### src/rtl/bcs_pkg.sv
// Package: shared types and constants for the bus-clear sequencer.
// Assumes: nothing; pure declarations.
package bcs_pkg;

    // Number of steps in the stop pattern that follows the SCL pulses.
    localparam int unsigned STOP_STEPS = 5;

    // Pull-down request for the two bus pins (1 = drive the line low).
    typedef struct packed {
        logic scl_low;
        logic sda_low;
    } pin_drive_t;

endpackage

### src/rtl/bcs_step_timer.sv
// Module: counts microsecond ticks and flags the last tick of each step.
// Assumes: tick_i is a one-cycle pulse; counting happens only while run_i.
module bcs_step_timer #(
    parameter int unsigned STEP_US = 5
) (
    input  logic clk,
    input  logic rst_n,
    input  logic run_i,
    input  logic tick_i,
    output logic step_end_o
);
    localparam int unsigned CW = (STEP_US > 1) ? $clog2(STEP_US) : 1;
    localparam logic [CW-1:0] LAST_TICK = CW'(STEP_US - 1);

    logic [CW-1:0] tick_cnt;

    // Purpose: count ticks within the current step, wrapping at step end.
    always_ff @(posedge clk) begin
        if (!rst_n || !run_i) begin
            tick_cnt <= '0;
        end else if (tick_i) begin
            tick_cnt <= (tick_cnt == LAST_TICK) ? '0 : tick_cnt + 1'b1;
        end
    end

    assign step_end_o = run_i && tick_i && (tick_cnt == LAST_TICK);

    // the tick counter never passes the step length
    p_tick_bound_r4: assert property (@(posedge clk) disable iff (!rst_n)
        tick_cnt <= LAST_TICK);

    // no counting while idle
    p_idle_count_zero_r9: assert property (@(posedge clk) disable iff (!rst_n)
        !run_i |=> (tick_cnt == '0) || run_i);

endmodule

### src/rtl/bcs_pattern.sv
// Module: maps the current step index to the SCL/SDA pull-down requests.
// Assumes: step_i < 2*PULSES + STOP_STEPS while active_i is high.
module bcs_pattern
    import bcs_pkg::*;
#(
    parameter int unsigned PULSES = 9,
    parameter int unsigned IW     = 5
) (
    input  logic          active_i,
    input  logic [IW-1:0] step_i,
    output pin_drive_t    drive_o
);
    localparam logic [IW-1:0] PULSE_STEPS = IW'(2 * PULSES);

    logic [IW-1:0] stop_idx;
    assign stop_idx = step_i - PULSE_STEPS;

    // Purpose: decode the step into pin levels; everything released when idle.
    always_comb begin
        drive_o = '0;
        if (active_i) begin
            if (step_i < PULSE_STEPS) begin
                // high half first, then low half of each pulse
                drive_o.scl_low = step_i[0];
                drive_o.sda_low = 1'b0;
            end else begin
                case (stop_idx)
                    IW'(0):  drive_o = '{scl_low: 1'b1, sda_low: 1'b0};
                    IW'(1):  drive_o = '{scl_low: 1'b1, sda_low: 1'b0};
                    IW'(2):  drive_o = '{scl_low: 1'b1, sda_low: 1'b1};
                    IW'(3):  drive_o = '{scl_low: 1'b0, sda_low: 1'b1};
                    default: drive_o = '0;
                endcase
            end
        end
    end

endmodule

### src/rtl/bus_clear_seq.sv
// Module: I2C bus-clear sequencer top. On start it owns the pins, clocks
// SCL PULSES times with SDA released, issues a stop, and samples SDA.
// Assumes: sda_in_i is synchronised to clk; us_tick_i is one cycle wide.
module bus_clear_seq
    import bcs_pkg::*;
#(
    parameter int unsigned PULSES  = 9,
    parameter int unsigned STEP_US = 5
) (
    input  logic clk,
    input  logic rst_n,
    input  logic start_i,
    input  logic sda_in_i,
    input  logic us_tick_i,
    output logic scl_pull_o,
    output logic sda_pull_o,
    output logic pin_override_o,
    output logic done_o,
    output logic busy_err_o
);
    localparam int unsigned TOTAL = 2 * PULSES + STOP_STEPS;
    localparam int unsigned IW    = $clog2(TOTAL);
    localparam logic [IW-1:0] LAST_STEP   = IW'(TOTAL - 1);
    localparam logic [IW-1:0] PULSE_STEPS = IW'(2 * PULSES);

    logic          running;
    logic [IW-1:0] step_idx;
    logic          step_end;
    pin_drive_t    drive;

    bcs_step_timer #(.STEP_US(STEP_US)) i_timer (
        .clk        (clk),
        .rst_n      (rst_n),
        .run_i      (running),
        .tick_i     (us_tick_i),
        .step_end_o (step_end)
    );

    bcs_pattern #(.PULSES(PULSES), .IW(IW)) i_pattern (
        .active_i (running),
        .step_i   (step_idx),
        .drive_o  (drive)
    );

    // Purpose: accept starts when idle, advance steps, finish and sample SDA.
    always_ff @(posedge clk) begin
        if (!rst_n) begin
            running    <= 1'b0;
            step_idx   <= '0;
            done_o     <= 1'b0;
            busy_err_o <= 1'b0;
        end else begin
            done_o <= 1'b0;
            if (!running) begin
                if (start_i) begin
                    running    <= 1'b1;
                    step_idx   <= '0;
                    busy_err_o <= 1'b0;
                end
            end else if (step_end) begin
                if (step_idx == LAST_STEP) begin
                    running    <= 1'b0;
                    step_idx   <= '0;
                    done_o     <= 1'b1;
                    busy_err_o <= !sda_in_i;
                end else begin
                    step_idx <= step_idx + 1'b1;
                end
            end
        end
    end

    assign pin_override_o = running;
    assign scl_pull_o     = drive.scl_low;
    assign sda_pull_o     = drive.sda_low;

    // pins are released whenever the sequencer is idle
    p_idle_released_r9: assert property (@(posedge clk) disable iff (!rst_n)
        !pin_override_o |-> (!scl_pull_o && !sda_pull_o));

    // SDA is never pulled during the clocking pulses
    p_sda_free_pulsing_r3: assert property (@(posedge clk) disable iff (!rst_n)
        (running && step_idx < PULSE_STEPS) |-> !sda_pull_o);

    // done lasts a single cycle and coincides with pin release
    p_done_single_r6: assert property (@(posedge clk) disable iff (!rst_n)
        done_o |=> !done_o);
    p_done_released_r6: assert property (@(posedge clk) disable iff (!rst_n)
        done_o |-> !pin_override_o);

    // a start during a running sequence does not restart it
    p_restart_blocked_r8: assert property (@(posedge clk) disable iff (!rst_n)
        (running && start_i && !step_end) |=> (running && $stable(step_idx)));

    // the error flag can only rise when the sequence ends
    p_err_at_end_r7: assert property (@(posedge clk) disable iff (!rst_n)
        $rose(busy_err_o) |-> done_o);

endmodule

### config.mk
export PLATFORM = sky130hd
export DESIGN_NAME = bus_clear_seq
export DESIGN_NICKNAME = d
export VERILOG_FILES = /design/src/rtl/bcs_pkg.sv /design/src/rtl/bcs_step_timer.sv /design/src/rtl/bcs_pattern.sv /design/src/rtl/bus_clear_seq.sv
export SDC_FILE = /design/constraint.sdc
export NUM_CORES = 1
export LEC_CHECK = 0
export ABC_AREA = 1
export BUFFER_PORTS_ARGS = -buffer_cell sky130_fd_sc_hd__buf_2
export CORE_ASPECT_RATIO = 1.1
export CORE_MARGIN = 10
export CORE_UTILIZATION = 44
export DETAILED_ROUTE_END_ITERATION = 6
export GPL_TIMING_DRIVEN = 0
export PLACE_DENSITY = 0.75
export REMOVE_ABC_BUFFERS = 1
export SLEW_MARGIN = 20
export SYNTH_ARGS = -nofsm -noshare
export SYNTH_HDL_FRONTEND = slang
export SYNTH_HIERARCHICAL = 1
export SYNTH_SLANG_ARGS = --single-unit
### constraint.sdc
create_clock -name clk -period 2.4 [get_ports clk]
set_clock_uncertainty 0.05 [all_clocks]
set_input_delay 0.12 -clock clk [delete_from_list [all_inputs] [get_ports clk]]
set_output_delay 0.12 -clock clk [all_outputs]
set_load 0.02 [all_outputs]
-- Word-level counts from Yosys, hierarchy flattened
Cells that the tools add are included.
- muxes and demuxes: 17
- reductions and logical operators: 12
- equal/unequal tests: 7
- magnitude comparators: 1
- add/sub/neg operators: 3
- operator list (kind ; number):
    5-bit two-way mux ; 4
    5-bit by 2-bit == test with 1-bit output, second input constant ; 2
    1-bit two-way mux ; 9
    2-bit case mux with 3 select lines ; 1
    3-bit AND reduction ; 2
    5-bit by 1-bit adder with 5-bit output, second input constant ; 1
    5-bit by 1-bit == test with 1-bit output, second input constant ; 1
    5-bit == test, second input constant ; 1
    5-bit zero test ; 1
    5-bit less-than comparator, second input constant ; 1
    5-bit subtractor, second input constant ; 1
    2-bit two-way mux ; 2
    2-bit by 1-bit != test with 1-bit output, second input constant ; 2
    3-bit by 1-bit adder with 3-bit output, second input constant ; 1
    3-bit == test, second input constant ; 1
    1-bit zero test ; 3
    3-bit two-way mux ; 1
    1-bit logical AND ; 2
    2-bit AND reduction ; 1
    2-bit nonzero test ; 1
    2-bit OR reduction ; 1
    1-bit logical OR ; 1
- register bits: 11
- logic and storage cells: 45
- output and inout port bits: 5
- bits of input ports: 5

-- Logic depth before layout (Yosys ltp)
Gate-level depths: netlist (run 1).
- depth after elaboration: 6
- depth in mapped cells: 10

-- Modules after synthesis
The synthesis (run 1) kept the hierarchy.
- modules (own cells, without submodules) (module ; instances ; cells each ; area each (sq um)):
    bus_clear_seq ; 1 ; 65 ; 450.4
    bcs_step_timer ; 1 ; 26 ; 173.9
    bcs_pattern ; 1 ; 23 ; 125.1

-- Worst setup path before layout (run 1)
OpenSTA, ideal clock, no wires.
- path type: reg-to-output
- start point: register step_idx[1]
- end point: output sda_pull_o
- setup slack: 0.925 ns
- arrival: 1.305 ns
- buffers on the path: 0
- stages on the path, launching flop included: 8
- path through: dfxtp_1 inv_1 ha_1 nand2_4 nand2_2 nor2_1 nand3_1 nor2_1
- word-level cells in the longest chain between the ends: 6
- ends and longest elaborated chain (what ; RTL line ; source):
    start: declaration ; bus_clear_seq.sv:27 ; logic [IW-1:0] step_idx;
    start signal: assignment ; bus_clear_seq.sv:67 ; step_idx <= step_idx + 1'b1;
    5-bit subtractor ; bcs_pattern.sv:16 ; assign stop_idx = step_i - PULSE_STEPS;
    5-bit by 1-bit == test with 1-bit output / 5-bit zero test (equally long branches) ; bcs_pattern.sv:27 ; case (stop_idx)
    2-bit OR reduction (no line) ; n/a ;
    2-bit case mux with 3 select lines ; bcs_pattern.sv:27 ;
    2-bit two-way mux * ; bcs_pattern.sv:22 ; if (step_i < PULSE_STEPS) begin
    2-bit two-way mux * ; bcs_pattern.sv:21 ; if (active_i) begin
    end: declaration ; bus_clear_seq.sv:16 ; output logic sda_pull_o,
Every way passes the cells marked *; elsewhere a longest branch is shown, timed or not.

-- Worst setup path after layout (run 1)
- start point: register step_idx[2]
- end point: output sda_pull_o
Same word-level chain as after synthesis.

==> impl_metrics.csv, run 1 <==
group,metric,value,unit
run,cap_violations,0,
global_route,track_usage,0.0831,
synth,synth_top_family_by_area,"simple AND/OR/NAND/NOR gates",
die,pin_count,10,
critical_path,crit_arrival,1.68,ns
critical_path,path_class,"reg2out",
critical_path,r2r_start,"i_timer/tick_cnt[0]$_SDFFE_PP0P_",
min_path,hold-path-cell-count,3,
synth,synth-xor-area-share,0.0117,
run_status,outcome,"finished clean",
synth,synth_cell_types,19,
clock_tree,clock-root-buffer,"clkbuf_4",
clock_tree,cts_post_setup_buffers_inserted,0,
synth,syn_inst,114,
routing,wl_per_cell,9.69,µm
power_and_ir_drop,seq_power_share,0.549,
synth,synth_area,749,µm²
power_and_ir_drop,power_frac_comb,0.101,
synth,yosys-mux-area-fraction,0,
routing,drc,0,
power_and_ir_drop,swShare,0.241,
critical_path,reg2reg_slack,0.96,ns
critical_path,r2r_end,"step_idx[0]$_SDFFE_PN0P_",
sta,final.period_utilization,0.770,
synth,yosys.area_share.simple,0.422,
global_route,grt_pass1_vias,637,
die,die_area,3760,µm²
placed_design,dp_hpwl,1170,µm
routing,vias,702,
sta,tightest_slew,0.350,ns
routing,routed_wirelength,1400,µm
placed_design,port_buffers,9,
die,fp.dieH,63.3,µm
min_path,whs_endpoint,"pin_override_o$_SDFF_PN0_",
finish,fin_util,0.528,
sta,setup_tns,0,ns
sta,relSlewSlack,0.766,
critical_path,start_kind,"flip-flop",
power_and_ir_drop,internal_power,263,µW
power_and_ir_drop,clockPowerShare,0.350,
min_path,min-delay-start,"start_i",
synth,synth_compound_area_frac,0.0735,
global_route,gr-total-overflow,0,
synth,ys_seq_elements,11,
power_and_ir_drop,ir_worst_vdd,0.000349,V
clock_tree,clk_latency,0.27,ns
synth,synth_fa_ha_area_frac,0.0835,
clock_tree,htree_levels,1,
finish,diodes,0,
clock_tree,cts_buffer_depth,2,
synth,yosys_warnings,6,
power_and_ir_drop,finalPower,347,µW
placed_design,gp_congestion,0.793,
synth,syn_avg_cell_area,6.57,µm²
global_route,grt_pass1_wl,2570,µm
sta,min_period,1.85,ns
sta,finalSetupViolations,0,
clock_tree,cts_buffers,3,
sta,hold_viol,0,
clock_tree,cts_tree,"yes",
critical_path,critPathMaxFanout,8,
synth,ys_seq_area_frac,0.294,
finish,drive_gt1_frac,0.252,
power_and_ir_drop,power.density,412,nW/µm²
finish,fill_cells,165,
critical_path,cp-startpoint,"step_idx[2]$_SDFFE_PN0P_",
die,core,1600,µm²
clock_tree,cts_resized,0,
global_route,antenna_found_initial,0,
clock_tree,postCtsHoldBufs,0,
global_route,grt_start_max_net_pins,10,
finish,area_growth,12.4,%
sta,finalMaxSlewViolations,0,
sta,timing.fmax,541,MHz
critical_path,crit_path_end_kind,"output port",
routing,vias_per_cell,4.88,
die,initial_core_util,0.470,
die,die_w,59.4,µm
critical_path,required,2.23,ns
die,row_count,15,
clock_tree,cts.sinks,11,
power_and_ir_drop,p_leak,0.411,nW
routing,drtIter0Drc,8,
sta,rsz0062_at_grt,"no",
min_path,hold_path.class,"in2reg",
power_and_ir_drop,p_sw,83.5,µW
finish,nets,138,
clock_tree,path_clk_slew,0.06,ns
routing,drtAntennaViolNets,0,
critical_path,reg2regPathDepth,9,
routing,dr.pass1.iters,4,
kinds of logic (layout without fill, tap and decap cells):
group,count (synthesis),after routing
AND/OR/NAND/NOR,65,65
buffers and inverters,23,36
flip-flops,11,11
AO/OA/AOI/OAI,9,9
adder cells (fa/ha/maj),5,5
XOR/XNOR,1,1
metal layers:
layer,track usage,wire [µm],up-vias
met3,0.0441,56,2
met4,0.0172,8,0
met2,0.135,738,7
met5,0,0,-
met1,0.0914,593,318
li1,-,-,375
worst max-delay path, cell delays in order (launching register included):
cell     delay [ns]
dfxtp_1        0.49
inv_1          0.09
ha_1           0.23
nand2_4        0.10
nand2_2        0.05
nor2_1         0.09
nand3_1        0.08
nor2_1         0.12
buf_2          0.17
Yosys cell counts:
cell / count / area [µm²]
a21oi_1: 5 / 25.0
a21oi_2: 2 / 17.5
dfxtp_1: 11 / 220
ha_1: 5 / 62.6
inv_1: 18 / 67.6
inv_2: 5 / 18.8
nand2_1: 29 / 109
nand2_2: 4 / 25.0
nand2_4: 2 / 22.5
nand3_1: 7 / 35.0
nand3_2: 2 / 20.0
nand4_1: 3 / 18.8
nor2_1: 12 / 45.0
nor2_2: 4 / 25.0
nor3_2: 1 / 10.0
o211ai_1: 1 / 7.51
o21ai_0: 1 / 5.00
or2_1: 1 / 6.26
xor2_1: 1 / 8.76
power groups by stage:
stage          clock network, mW  registers, mW  logic (mW)
6_report                   0.121          0.190      0.0350
3_3_place_gp                   0          0.194      0.0345
5_1_grt                    0.135          0.191      0.0399
4_1_cts                    0.129          0.190      0.0357
2_1_floorplan                  0          0.197      0.0206
3_5_place_dp                   0          0.195      0.0356
state kept, by name, summed over array words and instances (netlist names):
signal	cells
i_timer/tick_cnt	3
busy_err_o	1
step_idx	5
pin_override_o	1
done_o	1
cell type report:
type                    instances  area, µm²  area share
repair buffers                  9       45.0      0.0535
inverters                      23       86.3       0.103
clock buffers                   4       26.3      0.0312
well taps                      17       21.3      0.0253
multi-input cells              80        443       0.526
flip-flops and latches         11        220       0.262
worst max-delay path by stage:
stage                 endpoint
floorplan           sda_pull_o
global placement    scl_pull_o
detailed placement  sda_pull_o
CTS                 sda_pull_o
global route        sda_pull_o
finish              sda_pull_o
through the flow:
stage	setup slack (ns)	instance area, µm²	cells	hold WS (ns)
3_3_place_gp	0.881	816	140	0.336
6_report	0.551	842	144	0.0704
4_1_cts	0.543	842	144	0.0663
3_5_place_dp	0.844	816	140	0.350
5_1_grt	0.405	842	144	0.0999
2_1_floorplan	0.925	749	114	0.203
layout by cell type (no fill, tap or decap):
| cell | n |
|---|---|
| or2_1 | 1 |
| nor2_2 | 4 |
| inv_1 | 18 |
| ha_1 | 5 |
| nand4_1 | 3 |
| nand2_4 | 2 |
| xor2_1 | 1 |
| nand3_2 | 2 |
| nor2_1 | 12 |
| o21ai_0 | 1 |
| a21oi_1 | 5 |
| nor3_2 | 1 |
| nand2_2 | 4 |
| dfxtp_1 | 11 |
| inv_2 | 5 |
| nand2_1 | 29 |
| o211ai_1 | 1 |
| a21oi_2 | 2 |
| clkbuf_1 | 1 |
| buf_2 | 9 |
| clkbuf_4 | 3 |
| nand3_1 | 7 |
Power figures use the tool's default switching activity.
==> run 2, diff against run 1 <==
Settings changed: PLACE_DENSITY 0.75 to 0.77.
Clock period 2.4 ns to 1.5 ns, I/O delays scaled along.
==> impl_metrics.csv, run 2 (same netlist as run 1, synthesis figures left out) <==
group,metric,value,unit
die,die_area,3760,µm²
finish,nets,141,
min_path,hold_path.class,"in2reg",
sta,rsz0062_at_grt,"yes",
run_status,outcome,"complete, but fails checks",
clock_tree,cts_buffer_depth,2,
finish,fill_cells,145,
min_path,hold-path-cell-count,3,
power_and_ir_drop,ir_worst_vdd,0.000611,V
die,pin_count,10,
finish,diodes,0,
placed_design,gp_congestion,0.797,
global_route,antenna_found_initial,0,
die,fp.dieH,63.3,µm
routing,drtAntennaViolNets,0,
placed_design,place_ws,-0.0395,ns
clock_tree,htree_levels,1,
finish,fin_cells,147,
critical_path,required,1.37,ns
sta,hold_slack,0.0188,ns
sta,hold_viol,0,
routing,drc,0,
run,cap_violations,0,
critical_path,crit_path_end_kind,"output port",
power_and_ir_drop,finalPower,558,µW
die,initial_core_util,0.470,
finish,area_growth,25.2,%
critical_path,r2r_start,"i_timer/tick_cnt[0]$_SDFFE_PP0P_",
routing,vias,727,
die,die_w,59.4,µm
power_and_ir_drop,p_leak,0.454,nW
finish,drive_gt1_frac,0.377,
sta,relSlewSlack,0.822,
finish,fin_util,0.588,
finish,mostFrequentLayoutCell,"nand2_1",
critical_path,reg2regPathDepth,9,
run_status,failed_checks,"setup timing",
finish,layout_common_cells,"28 x nand2_1, 15 x inv_1, 9 x nor2_1",
placed_design,port_buffers,9,
global_route,grt_pass1_vias,711,
min_path,min-delay-start,"start_i",
sta,tightest_slew,0.266,ns
finish,largestRegisters,"step_idx x5, i_timer/tick_cnt x3",
routing,routed_wirelength,1630,µm
placed_design,place_inst,140,
die,core,1600,µm²
routing,wl_per_cell,11.1,µm
clock_tree,cts_buffers,3,
clock_tree,clk_latency,0.27,ns
critical_path,crit_path_max_incr_delay,0.37,ns
sta,finalSetupViolations,2,
critical_path,start_kind,"flip-flop",
sta,timing.fmax,654,MHz
sta,layout_setup_ws,-0.0299,ns
global_route,track_usage,0.0901,
die,row_count,15,
global_route,gr-total-overflow,0,
critical_path,path_cells,"inv_4 -> ha_4 -> nand2_4 -> nor2_4 -> nand2_2 -> a21oi_2 -> buf_4",
routing,dr.pass1.iters,4,
critical_path,crit_arrival,1.40,ns
global_route,grt_start_max_net_pins,10,
clock_tree,postCtsHoldBufs,0,
finish,largest-register,"step_idx",
power_and_ir_drop,power.density,595,nW/µm²
critical_path,r2r_end,"step_idx[0]$_SDFFE_PN0P_",
clock_tree,cts_tree,"yes",
sta,final.period_utilization,1.02,
critical_path,path_class,"reg2out",
clock_tree,path_clk_slew,0.07,ns
global_route,grt_pass1_wl,2760,µm
sta,min_period,1.53,ns
sta,finalMaxSlewViolations,0,
routing,vias_per_cell,4.95,
clock_tree,clock-root-buffer,"clkbuf_4",
clock_tree,cts.sinks,11,
min_path,whs_endpoint,"pin_override_o$_SDFF_PN0_",
routing,drtIter0Drc,13,
critical_path,cpMaxStageDelayCell,"dfxtp_4",
placed_design,dp_hpwl,1180,µm
finish,largest_reg_flops,5,
critical_path,critPathMaxFanout,2,
critical_path,reg2reg_slack,0.12,ns
[run 2: changes by cell type in the layout (fill, tap and decap cells not counted), moves of 2 or more]
cell	change
nand2_4	+2
dfxtp_4	+2
buf_2	-2
dfxtp_1	-5
nor2_4	+2
inv_1	-3
dfxtp_2	+3
buf_4	+5
inv_2	+2
nor2_1	-3
[run 2: per-stage QoR]
step                      cell area, µm²  TNS, ns
after floorplan                      749        0
after CTS                            893   -0.117
after global routing                 938   -0.193
final                                938  -0.0447
after global placement               816        0
after detailed placement             816  -0.0636
[run 2: power breakdown]
group          switching, mW  total (mW)  internal [mW]
Sequential           0.00691       0.301          0.294
Combinational         0.0374      0.0595         0.0221
Clock                 0.0947       0.198          0.103
Total                  0.139       0.558          0.419
[run 2: cell type report]
cell class | count | area (µm²) | share of cell area
multi-input combinational | 80 | 498 | 0.531
sequential | 11 | 231 | 0.247
inverter | 23 | 88.8 | 0.0947
timing repair buffer | 12 | 72.6 | 0.0773
clock buffer | 4 | 26.3 | 0.0280
tap | 17 | 21.3 | 0.0227
[run 2: repair_timing]
| item | 4_1_cts | 5_1_grt |
|---|---|---|
| pin swaps | 6 | 3 |
| resized for setup | 12 | 13 |
| setup endpoints to repair | 2 | 8 |
| setup buffers | 3 | 0 |
[run 2: worst max path at each step]
stage / startpoint / to / slack, ns / cells after the start
3_3_place_gp: step_idx[1]$_SDFFE_PN0P_ / sda_pull_o / 0.03 / 8
6_report: step_idx[1]$_SDFFE_PN0P_ / scl_pull_o / -0.03 / 7
4_1_cts: step_idx[1]$_SDFFE_PN0P_ / scl_pull_o / -0.07 / 7
3_5_place_dp: step_idx[1]$_SDFFE_PN0P_ / sda_pull_o / -0.04 / 8
2_1_floorplan: step_idx[1]$_SDFFE_PN0P_ / sda_pull_o / 0.07 / 7
5_1_grt: step_idx[2]$_SDFFE_PN0P_ / sda_pull_o / -0.1 / 7
[run 2: critical path, delay by kind of cell (launching register included)]
kind | cells | cell delay [ns]
AO/OA/AOI/OAI | 1 | 0.13
adder cells (fa/ha/maj) | 1 | 0.26
flip-flops | 1 | 0.37
AND/OR/NAND/NOR | 3 | 0.19
buffers and inverters | 2 | 0.19
[run 2: per-layer routing]
layer	GRT usage	wire (µm)	up-vias
met1	0.0846	656	327
met3	0.0461	91	0
met4	0.0230	0	0
met5	0	0	-
li1	-	-	381
met2	0.163	886	19
==> run 3, diff against run 2 <==
Settings changed: ABC_AREA 1 to not set, PLACE_DENSITY 0.77 to 0.78.
==> impl_metrics.csv, run 3 <==
group,metric,value,unit
die,core,1370,µm²
synth,yosysMostFrequentCell,"dfxtp_1",
run_status,outcome,"complete, but fails checks",
synth,synth_cell_types,27,
die,die_area,3370,µm²
clock_tree,clk_latency,0.28,ns
global_route,grt_pass1_wl,2840,µm
power_and_ir_drop,power.density,573,nW/µm²
synth,synth_area,637,µm²
critical_path,required,1.37,ns
global_route,antenna_found_initial,0,
die,die_w,56.3,µm
sta,hold_viol,0,
synth,syn_avg_cell_area,8.61,µm²
finish,fill_cells,96,
power_and_ir_drop,swShare,0.252,
power_and_ir_drop,internal_power,416,µW
finish,nets,113,
clock_tree,postCtsHoldBufs,0,
synth,ys_seq_area_frac,0.346,
sta,tightest_slew,0.325,ns
power_and_ir_drop,ir_worst_vdd,0.000564,V
synth,synth_top_cells_by_count,"11 x dfxtp_1, 8 x inv_1, 6 x a21oi_1, 6 x nand2_1, 6 x nand3_1",
critical_path,start_kind,"flip-flop",
routing,drtIter0Drc,21,
global_route,track_usage,0.101,
power_and_ir_drop,clockPowerShare,0.378,
routing,vias,643,
clock_tree,clock-root-buffer,"clkbuf_4",
sta,layout_setup_ws,-0.286,ns
finish,largest_reg_flops,5,
sta,final.period_utilization,1.19,
routing,wl_per_cell,14.3,µm
synth,ys_seq_elements,11,
finish,drive_gt1_frac,0.549,
sta,setup_tns,-0.557,ns
sta,finalMaxSlewViolations,0,
global_route,grt_pass1_vias,656,
routing,dr.pass1.iters,5,
clock_tree,path_clk_slew,0.07,ns
routing,vias_per_cell,5.45,
synth,yosys-top-cells-area,"dfxtp_1 35%, ha_1 9.8%, a21oi_1 4.7%, nand3_1 4.7%, inv_1 4.7%",
sta,finalSetupViolations,3,
clock_tree,cts_tree,"yes",
critical_path,crit_path_end_kind,"output port",
placed_design,port_buffers,9,
synth,ys.flop_type,"dfxtp_1",
routing,routed_wirelength,1690,µm
clock_tree,cts.sinks,11,
finish,mostFrequentLayoutCell,"buf_4",
finish,layout_common_cells,"14 x buf_4, 7 x buf_2, 6 x nand3_1, 6 x dfxtp_1",
finish,area_growth,52.5,%
power_and_ir_drop,p_sw,140,µW
clock_tree,htree_levels,1,
die,fp.dieH,59.9,µm
power_and_ir_drop,finalPower,557,µW
clock_tree,cts_buffers,3,
min_path,hold_path.class,"in2reg",
power_and_ir_drop,p_leak,0.432,nW
clock_tree,cts_buffer_depth,2,
synth,synth_edf_count,0,
placed_design,dp_hpwl,984,µm
die,initial_core_util,0.466,
run,cap_violations,0,
sta,relSlewSlack,0.782,
critical_path,crit_arrival,1.66,ns
finish,largest-register,"step_idx",
sta,timing.fmax,560,MHz
critical_path,critPathMaxFanout,2,
die,row_count,14,
global_route,gr-total-overflow,0,
synth,syn_inst,74,
routing,drc,0,
synth,synthArstFlopShare,0,
critical_path,path_class,"reg2out",
synth,netlist.area_leader.share,0.346,
sta,rsz0062_at_grt,"yes",
global_route,grt_start_max_net_pins,13,
placed_design,gp_congestion,0.802,
routing,drtAntennaViolNets,0,
run_status,failed_checks,"setup timing",
finish,diodes,0,
sta,min_period,1.79,ns
power_and_ir_drop,power_frac_comb,0.082,
die,pin_count,10,
finish,largestRegisters,"step_idx x5, i_timer/tick_cnt x3",
power_and_ir_drop,seq_power_share,0.539,
synth,yosys_warnings,6,
synth,synth.largest_area_cell,"dfxtp_1",
run 3: power groups by stage:
stage	sequential, mW	combinational [mW]	clock, mW
floorplan	0.310	0.0167	0
global placement	0.309	0.0315	0
detailed placement	0.309	0.0326	0
CTS	0.299	0.0396	0.215
global route	0.301	0.0500	0.237
finish	0.300	0.0459	0.211
run 3: routing by layer:
metal / wire length [µm] / GRT usage / vias to the layer above
li1: - / - / 324
met3: 102 / 0.0233 / 6
met4: 25 / 0.0619 / 0
met1: 765 / 0.119 / 285
met2: 798 / 0.163 / 28
met5: 0 / 0 / -
run 3: layout make-up:
class                   count  area (µm²)  share of cell area
inverters                   8        32.5              0.0335
multi-input cells          55         484               0.499
repair buffers             24         174               0.179
well taps                  16        20.0              0.0206
flip-flops and latches     11         234               0.241
clock buffers               4        26.3              0.0271
run 3: per-stage QoR:
stage          hold slack, ns  utilization  cell area [µm²]  std cells  setup WS (ns)
5_1_grt                0.0166        0.711              971        118         -0.355
3_3_place_gp            0.290        0.514              702         99         -0.261
6_report               0.0196        0.711              971        118         -0.286
3_5_place_dp            0.303        0.514              702         99         -0.304
2_1_floorplan           0.172            -              637         74         -0.235
4_1_cts               0.00818        0.660              902        116         -0.261
run 3: logic make-up after synthesis:
| logic type | share of synthesized area |
|---|---|
| AO/OA/AOI/OAI | 0.187 |
| AND/OR/NAND/NOR | 0.277 |
| buffers and inverters | 0.0472 |
| adder cells (fa/ha/maj) | 0.0982 |
| flip-flops | 0.346 |
| multiplexers | 0.0314 |
| XOR/XNOR | 0.0138 |
run 3: worst paths after layout:
kind                                                        from                        end  slack (ns)  cells past startpoint
worst min register to register           busy_err_o$_SDFFE_PN0P_    busy_err_o$_SDFFE_PN0P_        0.47                      2
worst min-delay path                                       rst_n  pin_override_o$_SDFF_PN0_        0.02                      2
worst max register to register  i_timer/tick_cnt[0]$_SDFFE_PP0P_    busy_err_o$_SDFFE_PN0P_       -0.08                      7
worst max-delay path                    step_idx[1]$_SDFFE_PN0P_                 sda_pull_o       -0.29                      6
run 3: timing repair:
item | in CTS | in global routing
pin swaps | 12 | 11
resized for setup | 28 | 13
endpoints found under the setup margin | 6 | 6
setup buffers | 13 | 4
run 3: worst max-delay path, cell delays in order, from the launching register on:
cell,delay [ns]
dfxtp_4,0.36
inv_4,0.04
ha_4,0.15
or2_4,0.23
or2_1,0.22
a211oi_2,0.22
buf_4,0.17
